## config.mk

```make
export PLATFORM = sky130hd
export DESIGN_NAME = dspace_agu
export DESIGN_NICKNAME = d
export VERILOG_FILES = /design/src/rtl/agu_pkg.sv /design/src/rtl/agu_regfile.sv /design/src/rtl/agu_addr_calc.sv /design/src/rtl/agu_region_dec.sv /design/src/rtl/dspace_agu.sv
export SDC_FILE = /design/constraint.sdc
export NUM_CORES = 1
export LEC_CHECK = 0
export BUFFER_PORTS_ARGS = -buffer_cell sky130_fd_sc_hd__buf_4
export CORE_UTILIZATION = 50
export CTS_BUF_LIST = sky130_fd_sc_hd__clkbuf_16
export CTS_CLUSTER_DIAMETER = 150
export DETAILED_ROUTE_END_ITERATION = 8
export PLACE_DENSITY_LB_ADDON = 0.3
export SETUP_SLACK_MARGIN = 0.2
export SLEW_MARGIN = 0
export SYNTH_ARGS = -nofsm -noshare
export SYNTH_HDL_FRONTEND = slang
export SYNTH_HIERARCHICAL = 1
export SYNTH_SLANG_ARGS = --single-unit
```

## constraint.sdc

```tcl
create_clock -name clk -period 8.55 [get_ports clk]
set_clock_uncertainty 0.1 [all_clocks]
set_input_delay 1.71 -clock clk [delete_from_list [all_inputs] [get_ports clk]]
set_output_delay 1.71 -clock clk [all_outputs]
set_load 0.05 [all_outputs]
```

## src/rtl/agu_pkg.sv

```systemverilog
package agu_pkg;

   typedef enum logic [2:0] {
      AM_ABS     = 3'd0,
      AM_PTR     = 3'd1,
      AM_OFFSET  = 3'd2,
      AM_STEPDN  = 3'd3,
      AM_STEPUP  = 3'd4
   } addr_mode_e;

   typedef struct packed {
      logic rf;
      logic io;
      logic sram;
   } region_t;

endpackage

```

## src/rtl/agu_regfile.sv

```systemverilog
module agu_regfile #(
   parameter int DEPTH    = 32,
   parameter int DW       = 8,
   parameter int NPTR     = 3,
   parameter int PTR_BASE = 26,
   parameter int PSEL_W   = 2,
   localparam int IDX_W   = $clog2(DEPTH)
) (
   input  logic                          clk,
   input  logic                          rst,
   input  logic                          wr_en,
   input  logic [IDX_W-1:0]              wr_idx,
   input  logic [DW-1:0]                 wr_data,
   input  logic                          wb_en,
   input  logic [PSEL_W-1:0]             wb_ptr,
   input  logic [2*DW-1:0]               wb_val,
   input  logic [IDX_W-1:0]              rd_idx,
   output logic [DW-1:0]                 rd_data,
   output logic [NPTR-1:0][2*DW-1:0]     ptr_val
);

   logic [DW-1:0]    regs [DEPTH];
   logic [IDX_W-1:0] wb_lo;
   logic [IDX_W-1:0] wb_hi;

   assign wb_lo = IDX_W'(PTR_BASE + 2 * int'(wb_ptr));
   assign wb_hi = wb_lo + IDX_W'(1);

   // write-back assigned last, so it wins over wr_* on the same register
   always_ff @(posedge clk) begin
      if (rst) begin
         for (int i = 0; i < DEPTH; i++) regs[i] <= '0;
      end else begin
         if (wr_en) regs[wr_idx] <= wr_data;
         if (wb_en) begin
            regs[wb_lo] <= wb_val[DW-1:0];
            regs[wb_hi] <= wb_val[2*DW-1:DW];
         end
      end
   end

   assign rd_data = regs[rd_idx];

   for (genvar p = 0; p < NPTR; p++) begin : g_ptr
      assign ptr_val[p] = {regs[PTR_BASE + 2*p + 1], regs[PTR_BASE + 2*p]};
   end

endmodule

```

## src/rtl/agu_addr_calc.sv

```systemverilog
module agu_addr_calc
   import agu_pkg::*;
#(
   parameter int ADDR_W     = 16,
   parameter int DISP_W     = 6,
   parameter int NPTR       = 3,
   parameter int PSEL_W     = 2,
   parameter int DISP_FIRST = 1
) (
   input  logic [2:0]                    mode,
   input  logic [PSEL_W-1:0]             ptr_sel,
   input  logic [DISP_W-1:0]             disp,
   input  logic [ADDR_W-1:0]             direct,
   input  logic [NPTR-1:0][ADDR_W-1:0]   ptr_val,
   output logic [ADDR_W-1:0]             addr,
   output logic                          illegal,
   output logic                          wb_en,
   output logic [ADDR_W-1:0]             wb_val
);

   logic [ADDR_W-1:0] cur;
   logic              ptr_ok;
   addr_mode_e        m;

   always_comb begin
      cur    = '0;
      ptr_ok = 1'b0;
      for (int p = 0; p < NPTR; p++) begin
         if (int'(ptr_sel) == p) begin
            cur    = ptr_val[p];
            ptr_ok = 1'b1;
         end
      end
   end

   always_comb begin
      m       = addr_mode_e'(mode);
      addr    = '0;
      illegal = 1'b0;
      wb_en   = 1'b0;
      wb_val  = cur;
      case (m)
         AM_ABS: addr = direct;
         AM_PTR: begin
            addr    = cur;
            illegal = !ptr_ok;
         end
         AM_OFFSET: begin
            addr    = cur + ADDR_W'(disp);
            illegal = !ptr_ok || (int'(ptr_sel) < DISP_FIRST);
         end
         AM_STEPDN: begin
            wb_val  = cur - ADDR_W'(1);
            addr    = wb_val;
            illegal = !ptr_ok;
            wb_en   = ptr_ok;
         end
         AM_STEPUP: begin
            wb_val  = cur + ADDR_W'(1);
            addr    = cur;
            illegal = !ptr_ok;
            wb_en   = ptr_ok;
         end
         default: illegal = 1'b1;
      endcase
      if (illegal) addr = '0;
   end

endmodule

```

## src/rtl/agu_region_dec.sv

```systemverilog
module agu_region_dec
   import agu_pkg::*;
#(
   parameter int ADDR_W    = 16,
   parameter int RF_SIZE   = 32,
   parameter int IO_SIZE   = 64,
   parameter int SRAM_SIZE = 64
) (
   input  logic [ADDR_W-1:0] addr,
   output region_t           region,
   output logic              oor
);

   localparam logic [ADDR_W-1:0] IO_LO   = ADDR_W'(RF_SIZE);
   localparam logic [ADDR_W-1:0] SRAM_LO = ADDR_W'(RF_SIZE + IO_SIZE);
   localparam logic [ADDR_W-1:0] MAP_END = ADDR_W'(RF_SIZE + IO_SIZE + SRAM_SIZE);

   assign region.rf = (addr < IO_LO);
   assign region.io = (addr >= IO_LO) && (addr < SRAM_LO);

   if (SRAM_SIZE == 0) begin : g_no_sram
      assign region.sram = 1'b0;
   end else begin : g_sram
      assign region.sram = (addr >= SRAM_LO) && (addr < MAP_END);
   end

   assign oor = (addr >= MAP_END);

endmodule

```

## src/rtl/dspace_agu.sv

```systemverilog
module dspace_agu
   import agu_pkg::*;
#(
   parameter int ADDR_W    = 16,
   parameter int DW        = 8,
   parameter int RF_DEPTH  = 32,
   parameter int IO_SIZE   = 64,
   parameter int SRAM_SIZE = 64,
   parameter int DISP_W    = 6,
   parameter int NPTR      = 3,
   parameter int PSEL_W    = 2,
   localparam int IDX_W    = $clog2(RF_DEPTH),
   localparam int PTR_BASE = RF_DEPTH - 2 * NPTR
) (
   input  logic              clk,
   input  logic              rst,
   input  logic              req_valid,
   input  logic [2:0]        req_mode,
   input  logic [PSEL_W-1:0] req_ptr,
   input  logic [DISP_W-1:0] req_disp,
   input  logic [ADDR_W-1:0] req_direct,
   input  logic              rf_we,
   input  logic [IDX_W-1:0]  rf_widx,
   input  logic [DW-1:0]     rf_wdata,
   input  logic              ds_we,
   input  logic [ADDR_W-1:0] ds_waddr,
   input  logic [DW-1:0]     ds_wdata,
   input  logic [IDX_W-1:0]  rf_ridx,
   output logic [DW-1:0]     rf_rdata,
   output logic              out_valid,
   output logic [ADDR_W-1:0] out_addr,
   output logic              out_sel_rf,
   output logic              out_sel_io,
   output logic              out_sel_sram,
   output logic              out_oor,
   output logic              out_illegal
);

   if (ADDR_W != 2 * DW) begin : g_bad_width
      $error("pointer pair width must equal the address width");
   end
   if (PTR_BASE < 0) begin : g_bad_ptr
      $error("register file too small for the pointer pairs");
   end
   if ((1 << PSEL_W) < NPTR) begin : g_bad_psel
      $error("pointer select too narrow");
   end
   if (RF_DEPTH + IO_SIZE + SRAM_SIZE >= (1 << ADDR_W)) begin : g_bad_map
      $error("decoded map exceeds the address space");
   end

   logic [NPTR-1:0][ADDR_W-1:0] ptr_val;
   logic [ADDR_W-1:0]           calc_addr;
   logic                        calc_illegal;
   logic                        calc_wb_en;
   logic [ADDR_W-1:0]           calc_wb_val;
   region_t                     region;
   logic                        region_oor;
   logic                        ds_in_rf;
   logic                        wr_en;
   logic [IDX_W-1:0]            wr_idx;
   logic [DW-1:0]               wr_data;

   assign ds_in_rf = ds_we && (ds_waddr < ADDR_W'(RF_DEPTH));
   assign wr_en    = rf_we || ds_in_rf;
   assign wr_idx   = rf_we ? rf_widx  : ds_waddr[IDX_W-1:0];
   assign wr_data  = rf_we ? rf_wdata : ds_wdata;

   agu_regfile #(
      .DEPTH(RF_DEPTH), .DW(DW), .NPTR(NPTR), .PTR_BASE(PTR_BASE), .PSEL_W(PSEL_W)
   ) u_rf (
      .clk(clk), .rst(rst),
      .wr_en(wr_en), .wr_idx(wr_idx), .wr_data(wr_data),
      .wb_en(req_valid && calc_wb_en), .wb_ptr(req_ptr), .wb_val(calc_wb_val),
      .rd_idx(rf_ridx), .rd_data(rf_rdata), .ptr_val(ptr_val)
   );

   agu_addr_calc #(
      .ADDR_W(ADDR_W), .DISP_W(DISP_W), .NPTR(NPTR), .PSEL_W(PSEL_W), .DISP_FIRST(1)
   ) u_calc (
      .mode(req_mode), .ptr_sel(req_ptr), .disp(req_disp), .direct(req_direct),
      .ptr_val(ptr_val), .addr(calc_addr), .illegal(calc_illegal),
      .wb_en(calc_wb_en), .wb_val(calc_wb_val)
   );

   agu_region_dec #(
      .ADDR_W(ADDR_W), .RF_SIZE(RF_DEPTH), .IO_SIZE(IO_SIZE), .SRAM_SIZE(SRAM_SIZE)
   ) u_dec (
      .addr(calc_addr), .region(region), .oor(region_oor)
   );

   always_ff @(posedge clk) begin
      if (rst || !req_valid) begin
         out_valid    <= 1'b0;
         out_addr     <= '0;
         out_sel_rf   <= 1'b0;
         out_sel_io   <= 1'b0;
         out_sel_sram <= 1'b0;
         out_oor      <= 1'b0;
         out_illegal  <= 1'b0;
      end else begin
         out_valid    <= 1'b1;
         out_addr     <= calc_addr;
         out_sel_rf   <= region.rf   && !calc_illegal;
         out_sel_io   <= region.io   && !calc_illegal;
         out_sel_sram <= region.sram && !calc_illegal;
         out_oor      <= region_oor  && !calc_illegal;
         out_illegal  <= calc_illegal;
      end
   end

endmodule

```

==> results of run 1 <==
placed cells by master, fill, tap and decap left out, drive strengths merged, types with 22 or more instances in the layout:
cell / n
a21oi: 37
nor3: 22
edfxtp: 256
nand2: 35
a22o: 142
inv: 35
mux2: 22
clkbuf: 31
dfxtp: 22
buf: 125
mux4: 80
nor2: 51
o21ai: 39
and2: 150
critical path: stages:
cell	delay [ps]
buf_4	750
buf_4	440
mux4_2	540
mux4_2	490
mux2_2	320
buf_4	200
sequential cells by signal, summed over array words and instances (netlist names):
register / flops
u_rf/regs: 256
out_addr: 16
out_illegal: 1
out_oor: 1
out_sel_io: 1
out_sel_rf: 1
out_sel_sram: 1
out_valid: 1
stage by stage:
| stage | hold slack, ps | worst slack (ps) | instances | area [sq um] | util (%) |
|---|---|---|---|---|---|
| 6_report | 955.6 | 2257 | 1691 | 17720 | 57.34 |
| 5_1_grt | 1037 | 2052 | 1691 | 17720 | 57.34 |
| 3_3_place_gp | 930.0 | 2209 | 1638 | 16810 | 54.38 |
| 4_1_cts | 943.2 | 2180 | 1691 | 17720 | 57.34 |
| 3_5_place_dp | 926.7 | 2167 | 1638 | 16810 | 54.38 |
| 2_1_floorplan | 797.1 | 3208 | 1231 | 15900 | - |
power by group through the flow:
stage          combinational, W  sequential [W]  clock (W)
5_1_grt                0.000548         0.00158    0.00128
3_3_place_gp           0.000504         0.00160          0
6_report               0.000520         0.00158    0.00122
4_1_cts                0.000513         0.00158    0.00123
2_1_floorplan          0.000344         0.00160          0
3_5_place_dp           0.000510         0.00160          0
worst max path at each step:
stage	to	slack, ps	cells past startpoint
4_1_cts	rf_rdata[2]	2180	6
6_report	rf_rdata[0]	2260	6
5_1_grt	rf_rdata[3]	2050	6
2_1_floorplan	rf_rdata[0]	3210	5
3_3_place_gp	rf_rdata[0]	2210	6
3_5_place_dp	rf_rdata[2]	2170	6
per-layer routing:
metal  vias up  part of all wire [%]  track usage [%]
met1      5523                    40            37.85
li1       4891                     -                -
met2       651                    46            42.70
met5         -                     0                0
met4         0                   4.0            10.02
met3        89                   9.6            4.082
area by class of cell:
class / count / area, sq um
Timing Repair Buffer: 125 / 938.4
Multi-Input combinational cell: 815 / 7153
Tap cell: 396 / 495.5
Fill cell: 2478 / 13190
Clock inverter: 22 / 140.1
Sequential cell: 278 / 8128
Inverter: 24 / 92.59
Clock buffer: 31 / 775.7
logic make-up (layout without fill, tap and decap cells):
kind of cell / after synthesis / after routing / synth area share, %
AO/OA/AOI/OAI: 284 / 284 / 14.11
XOR/XNOR: 27 / 27 / 1.487
adder cells (fa/ha/maj): 16 / 16 / 1.259
buffers and inverters: 138 / 202 / 3.934
flip-flops: 278 / 278 / 51.12
multiplexers: 109 / 109 / 13.33
AND/OR/NAND/NOR: 379 / 379 / 14.76
==> impl_metrics.tcl, run 1 <==
set metrics [dict create \
    grt_pass1_wl_um 66630 \
    syn_avg_cell_area_sq_um 12.92 \
    report.final.hold_viol_count 0 \
    drive_above_1_share_pct 25.56 \
    syn-num-nets 1321 \
    grt-ovfl-total 0 \
    r2r_start "u_rf/regs[28][4]" \
    drv_cap 0 \
    p_leak_nw 6.394 \
    hpwl_um 30100 \
    grt_pass1_vias 10620 \
    via_per_inst 6.596 \
    cts_setup_buffers 0 \
    cts_hold_buf 0 \
    port_buffers 103 \
    synth_top_cell_by_area "edfxtp_1" \
    power.total_w 0.003313 \
    diodes 0 \
    synth_commonest_cells "edfxtp_1, and2_1, a22o_1" \
    p_seq_share_pct 47.6 \
    vias 11150 \
    die_x_um 180.3 \
    power_switching_w 0.0008918 \
    ys.flop_type "edfxtp_1" \
    clk_pin_slew_worst_paths_ps 60 \
    wl_um 44000 \
    status "complete, no violations" \
    synth-edff-count 256 \
    worstPathArrival_ps 4480 \
    fmax_ghz 0.1589 \
    tritoncts "yes" \
    synthesis.instances 1231 \
    core_area_sq_um 30910 \
    yosysSeqAreaShare_pct 51.12 \
    ys_types 84 \
    grt_usage_pct 26.99 \
    worstRegToRegCells 13 \
    start_kind "input pin" \
    finalCritPeriodShare_pct 73.60 \
    nets 1365 \
    gp_congestion 0.9008 \
    min_path_cells 5 \
    tightest_slew_ps 1384 \
    reg2reg_to "out_sel_sram" \
    htree_levels 1 \
    clk_latency_ps 580 \
    antenna_found_initial 0 \
    async_flop_share_pct 0 \
    drc_errors 0 \
    setup_viol 0 \
    ys_seq_elements 278 \
    rrSetupSlack_ps 4370 \
    yosysMostFrequentCell "edfxtp_1" \
    vdd_drop_max_mv 0.1665 \
    synth_area_leaders "edfxtp_1, mux4_2, a22o_1" \
    cts_made_buffers 31 \
    final_antenna_net_count 0 \
    area_delta_synth_final_pct 11.46 \
    combPwrFrac_pct 15.7 \
    rsz0062_at_grt "no" \
    required_ps 6740 \
    swShare_pct 26.92 \
    initial_utilization_pct 51.44 \
    hp-start "u_rf/regs[26][0]" \
    hold_path_class "flip-flop to flip-flop" \
    finalMaxSlewViolations 0 \
    clock-sinks 278 \
    drt_iter0_drc 1334 \
    p_clk_share_pct 36.8 \
    worstHoldEndpoint "out_addr[0]" \
    fp.dieH_um 180.3 \
    clockBufferDepth 3 \
    intPower_w 0.002421 \
    cp-end-kind "output pin" \
    die_area_sq_um 32520 \
    yosys_warnings 6 \
    dr.pass1.iters 6 \
    grt_max_degree 65 \
    finalCriticalPeriod_ps 6293 \
    cp-startpoint "rf_ridx[1]" \
    power_per_cell_area_nw_per_um2 186.9 \
    crit_fanout 50 \
    synth_top_area_share_pct 48.35 \
    num_io_pins 104 \
    fin_setup_tns_ps 0 \
    wl_per_cell_um 26.02 \
    slew_headroom_pct 6.759 \
    post_cts_resized 0 \
    num_rows 64 \
    cts-root-buf "clkbuf_16" \
    synth_area_sq_um 15900 \
    critical_path_class "input pin to output pin" \
]
Power figures use the tool's default switching activity.
==> run 2, diff against run 1 <==
- clock period: 8.55 -> 5.1 ns (I/O delays scaled with it)
==> impl_metrics.tcl, run 2 (synthesis results as in run 1) <==
set metrics [dict create \
    num_io_pins 104 \
    cts_setup_buffers 0 \
    final_area_sq_um 18150 \
    finalCriticalPeriod_ps 4400 \
    gp_congestion 0.9236 \
    final-seq-area_sq_um 8128 \
    drt_iter0_drc 1250 \
    hp-start "req_valid" \
    vdd_drop_max_mv 0.2675 \
    die_x_um 180.3 \
    grt_pass1_wl_um 66140 \
    p_leak_nw 6.644 \
    vias 11210 \
    dpl_cell_area_sq_um 17200 \
    crit_end "out_oor" \
    core_area_sq_um 30910 \
    tightest_slew_ps 1270 \
    port_buffers 103 \
    hold_path_class "input pin to flip-flop" \
    status "complete, no violations" \
    area_delta_synth_final_pct 14.16 \
    dr.pass1.iters 6 \
    fp.dieH_um 180.3 \
    clock-sinks 278 \
    nets 1412 \
    diodes 0 \
    fmax_ghz 0.2273 \
    cts_made_buffers 31 \
    multi_input_area_sq_um 7153 \
    rsz0062_at_grt "no" \
    required_ps 5450 \
    via_per_inst 6.441 \
    grt_max_degree 38 \
    cts_hold_buf 0 \
    finalMaxSlewViolations 0 \
    grt_pass1_vias 10940 \
    post_cts_resized 0 \
    slew_headroom_pct 14.45 \
    start_kind "input pin" \
    wl_per_cell_um 25.03 \
    fin_setup_tns_ps 0 \
    final_cell_mix "edfxtp_1, buf_4, and2_1" \
    utilization_pct 58.72 \
    max_flop_register "u_rf/regs" \
    crit_fanout 13 \
    largest_reg_flops 256 \
    cts-root-buf "clkbuf_16" \
    grt_usage_pct 26.72 \
    clk_pin_slew_worst_paths_ps 50 \
    critical_path_class "input pin to flip-flop" \
    reg2reg_to "out_oor" \
    die_area_sq_um 32520 \
    setup_viol 0 \
    drive_above_1_share_pct 28.48 \
    top_regs "u_rf/regs (256), out_addr (16)" \
    num_rows 64 \
    cp-startpoint "req_ptr[1]" \
    clockBufferDepth 3 \
    report.final.hold_viol_count 0 \
    power.total_w 0.005662 \
    n_fill_cell 2492 \
    rrSetupSlack_ps 1420 \
    initial_utilization_pct 51.44 \
    worstPathArrival_ps 4750 \
    tritoncts "yes" \
    power_per_cell_area_nw_per_um2 312.0 \
    worstRegToRegCells 15 \
    htree_levels 1 \
    drv_cap 0 \
    finalCritPeriodShare_pct 86.27 \
    final_common_cell "edfxtp_1" \
    final_antenna_net_count 0 \
    antenna_found_initial 1 \
    drc_errors 0 \
    wl_um 43570 \
    grt-ovfl-total 0 \
    r2r_start "u_rf/regs[28][1]" \
    clk_latency_ps 580 \
    cp-end-kind "flip-flop" \
    hpwl_um 30480 \
]
run 2: report_power, final:
| group | switching (W) | total [W] | internal [W] | leakage [nW] |
|---|---|---|---|---|
| registers | 0.0000411 | 0.00264 | 0.00259 | 2.72 |
| clock network | 0.000920 | 0.00212 | 0.00120 | 0.475 |
| logic | 0.000561 | 0.000908 | 0.000347 | 3.45 |
| total | 0.00152 | 0.00566 | 0.00414 | 6.64 |
run 2: per-stage QoR:
step	setup WS (ps)	cells	hold WS [ps]
after floorplan	514.9	1231	797.1
final	700.3	1741	667.5
after global routing	438.7	1741	671.8
after global placement	276.8	1685	967.9
after detailed placement	165.2	1685	992.8
after CTS	729.1	1741	650.0
run 2: worst min path at each step:
stage | cells past startpoint | endpoint | slack [ps]
2_1_floorplan | 5 | out_addr[0] | 800
3_5_place_dp | 6 | out_addr[0] | 990
5_1_grt | 3 | out_oor | 670
4_1_cts | 3 | out_sel_rf | 650
6_report | 3 | out_sel_io | 670
3_3_place_gp | 6 | out_addr[0] | 970
run 2: critical path: stages:
cell,delay [ps]
buf_4,130
inv_1,70
ha_1,330
nand3b_1,270
a22oi_4,170
inv_2,90
xnor2_1,130
ha_1,210
a21o_1,180
a21oi_1,130
o21ai_1,140
a31oi_1,380
nor4_1,90
o21ai_0,180
a31oi_1,140
or4_1,600
or3b_1,370
nor3b_1,140
run 2: metal layers:
layer | up-vias | global-route usage (%) | part of all wire [%]
met3 | 91 | 4.608 | 9.5
li1 | 4973 | - | -
met4 | 0 | 9.333 | 3.3
met2 | 610 | 43.04 | 47
met5 | - | 0 | 0
met1 | 5540 | 36.63 | 41
run 2: final cells by class:
cell class	count	area share (%)
well taps	396	2.730
inverters	24	0.5101
multi-input cells	815	39.41
flip-flops and latches	278	44.78
clock inverters	25	0.9788
repair buffers	172	7.321
clock buffers	31	4.274
==> run 3, diff against run 2 <==
- RECOVER_POWER: default -> 100
- clock period: 5.1 -> 3.7 ns (I/O delays scaled with it)
==> impl_metrics.tcl, run 3 (synthesis results as in run 1) <==
set metrics [dict create \
    status "complete, but fails checks" \
    violations "max-capacitance violations, max-slew violations" \
    htree_levels 1 \
    tightest_slew_ps 1728 \
    required_ps 4050 \
    drc_errors 0 \
    p_clk_share_pct 37.6 \
    cts_made_buffers 29 \
    finalCritPeriodShare_pct 96.99 \
    clock-sinks 278 \
    report.final.hold_viol_count 0 \
    diodes 0 \
    gp_congestion 0.9414 \
    start_kind "input pin" \
    power_switching_w 0.002152 \
    initial_utilization_pct 51.44 \
    top_regs "u_rf/regs (256), out_addr (16)" \
    clockBufferDepth 3 \
    antenna_found_initial 0 \
    num_io_pins 104 \
    max_flop_register "u_rf/regs" \
    cts_hold_buf 0 \
    clk_latency_ps 570 \
    die_x_um 180.3 \
    area_delta_synth_final_pct 21.02 \
    clk_pin_slew_worst_paths_ps 60 \
    finalMaxSlewViolations 38 \
    finalCriticalPeriod_ps 3589 \
    setup_viol 0 \
    rsz0062_at_grt "yes" \
    dr.pass1.iters 5 \
    wl_um 44200 \
    nets 1507 \
    drv_cap 1 \
    final_common_cell "edfxtp_1" \
    port_buffers 103 \
    swShare_pct 26.44 \
    cp-end-kind "flip-flop" \
    drive_above_1_share_pct 30.76 \
    fmax_ghz 0.2787 \
    grt-ovfl-total 0 \
    final_antenna_net_count 0 \
    vias 11550 \
    critical_path_class "input pin to flip-flop" \
    hold_path_class "input pin to flip-flop" \
    wl_per_cell_um 24.08 \
    grt_pass1_wl_um 66680 \
    final_cell_mix "edfxtp_1, buf_4, a22o_1" \
    grt_usage_pct 26.90 \
    intPower_w 0.005988 \
    hpwl_um 31250 \
    num_rows 64 \
    die_area_sq_um 32520 \
    fp.dieH_um 180.3 \
    power.total_w 0.008140 \
    cts-root-buf "clkbuf_16" \
    dpl_cell_area_sq_um 18100 \
    crit_fanout 7 \
    grt_max_degree 38 \
    power_per_cell_area_nw_per_um2 423.0 \
    via_per_inst 6.291 \
    combPwrFrac_pct 17.7 \
    p_seq_share_pct 44.6 \
    vdd_drop_max_mv 0.3624 \
    worstPathArrival_ps 3940 \
    p_leak_nw 6.977 \
    grt_pass1_vias 11320 \
    final_cells 1836 \
    tritoncts "yes" \
    placed_cells 1773 \
    core_area_sq_um 30910 \
    drt_iter0_drc 1240 \
    largest_reg_flops 256 \
    slew_headroom_pct -15.21 \
    final_area_sq_um 19240 \
]
[run 3: changes by cell type in the layout (fill, tap and decap cells not counted), sizes merged]
cell / delta
clkinvlp: +3
buf: +37
clkbuf: +58
clkinv: -6
bufinv: +3
[run 3: final cells by class]
cell class | instances | area [sq um]
Clock buffer | 29 | 725.7
Sequential cell | 278 | 8128
Fill cell | 2416 | 11670
Multi-Input combinational cell | 815 | 7388
Clock inverter | 25 | 282.8
Timing Repair Buffer | 269 | 2102
Tap cell | 396 | 495.5
Inverter | 24 | 120.1
[run 3: worst paths after layout]
kind                         start            to  slack [ps]  cells past startpoint
setup / recovery        req_ptr[1]       out_oor         110                     16
hold / removal           req_valid    out_sel_io         420                      3
setup reg to reg  u_rf/regs[30][0]       out_oor         240                     11
hold reg to reg   u_rf/regs[27][6]  out_addr[14]        1050                      6
[run 3: through the flow]
step	util [%]	hold WS [ps]	setup TNS, ps	worst slack (ps)
2_1_floorplan	-	809.3	-890.7	-363.5
3_3_place_gp	58.57	980.0	-1907	-444.0
3_5_place_dp	58.57	984.7	-3087	-547.7
4_1_cts	62.59	398.3	0	146.5
5_1_grt	62.25	423.7	-159.7	-34.10
6_report	62.25	421.4	0	111.3
[run 3: routing by layer]
layer | wire length, um | track usage [%] | vias to the layer above
met5 | 0 | 0 | -
met4 | 1652 | 9.983 | 0
met3 | 3624 | 3.537 | 87
met2 | 21150 | 45.27 | 584
met1 | 17780 | 35.69 | 5718
li1 | - | - | 5161
[run 3: timing repair]
action / CTS / global route
cloned: 2 / 1
resized for setup: 38 / 26
endpoints found under the setup margin: 12 / 16
pin swaps: 17 / 21
buffers inserted: 4 / 2
[run 3: power groups by stage]
stage | combinational, W | sequential (W) | clock (W)
4_1_cts | 0.00140 | 0.00363 | 0.00310
3_5_place_dp | 0.00135 | 0.00369 | 0
3_3_place_gp | 0.00133 | 0.00369 | 0
2_1_floorplan | 0.000826 | 0.00369 | 0
6_report | 0.00144 | 0.00363 | 0.00306
5_1_grt | 0.00152 | 0.00364 | 0.00321
[run 3: worst max-delay path, stage by stage]
cell and delay [ps]:
buf_12 90, inv_8 40, ha_4 180, buf_6 130, a21oi_2 130, a22o_4 160
inv_6 40, buf_4 160, nor4_4 300, nand3_1 190, nor3_1 240, mux2i_1 310
a31oi_1 150, or4_4 540, or3b_1 380, nor3b_2 160
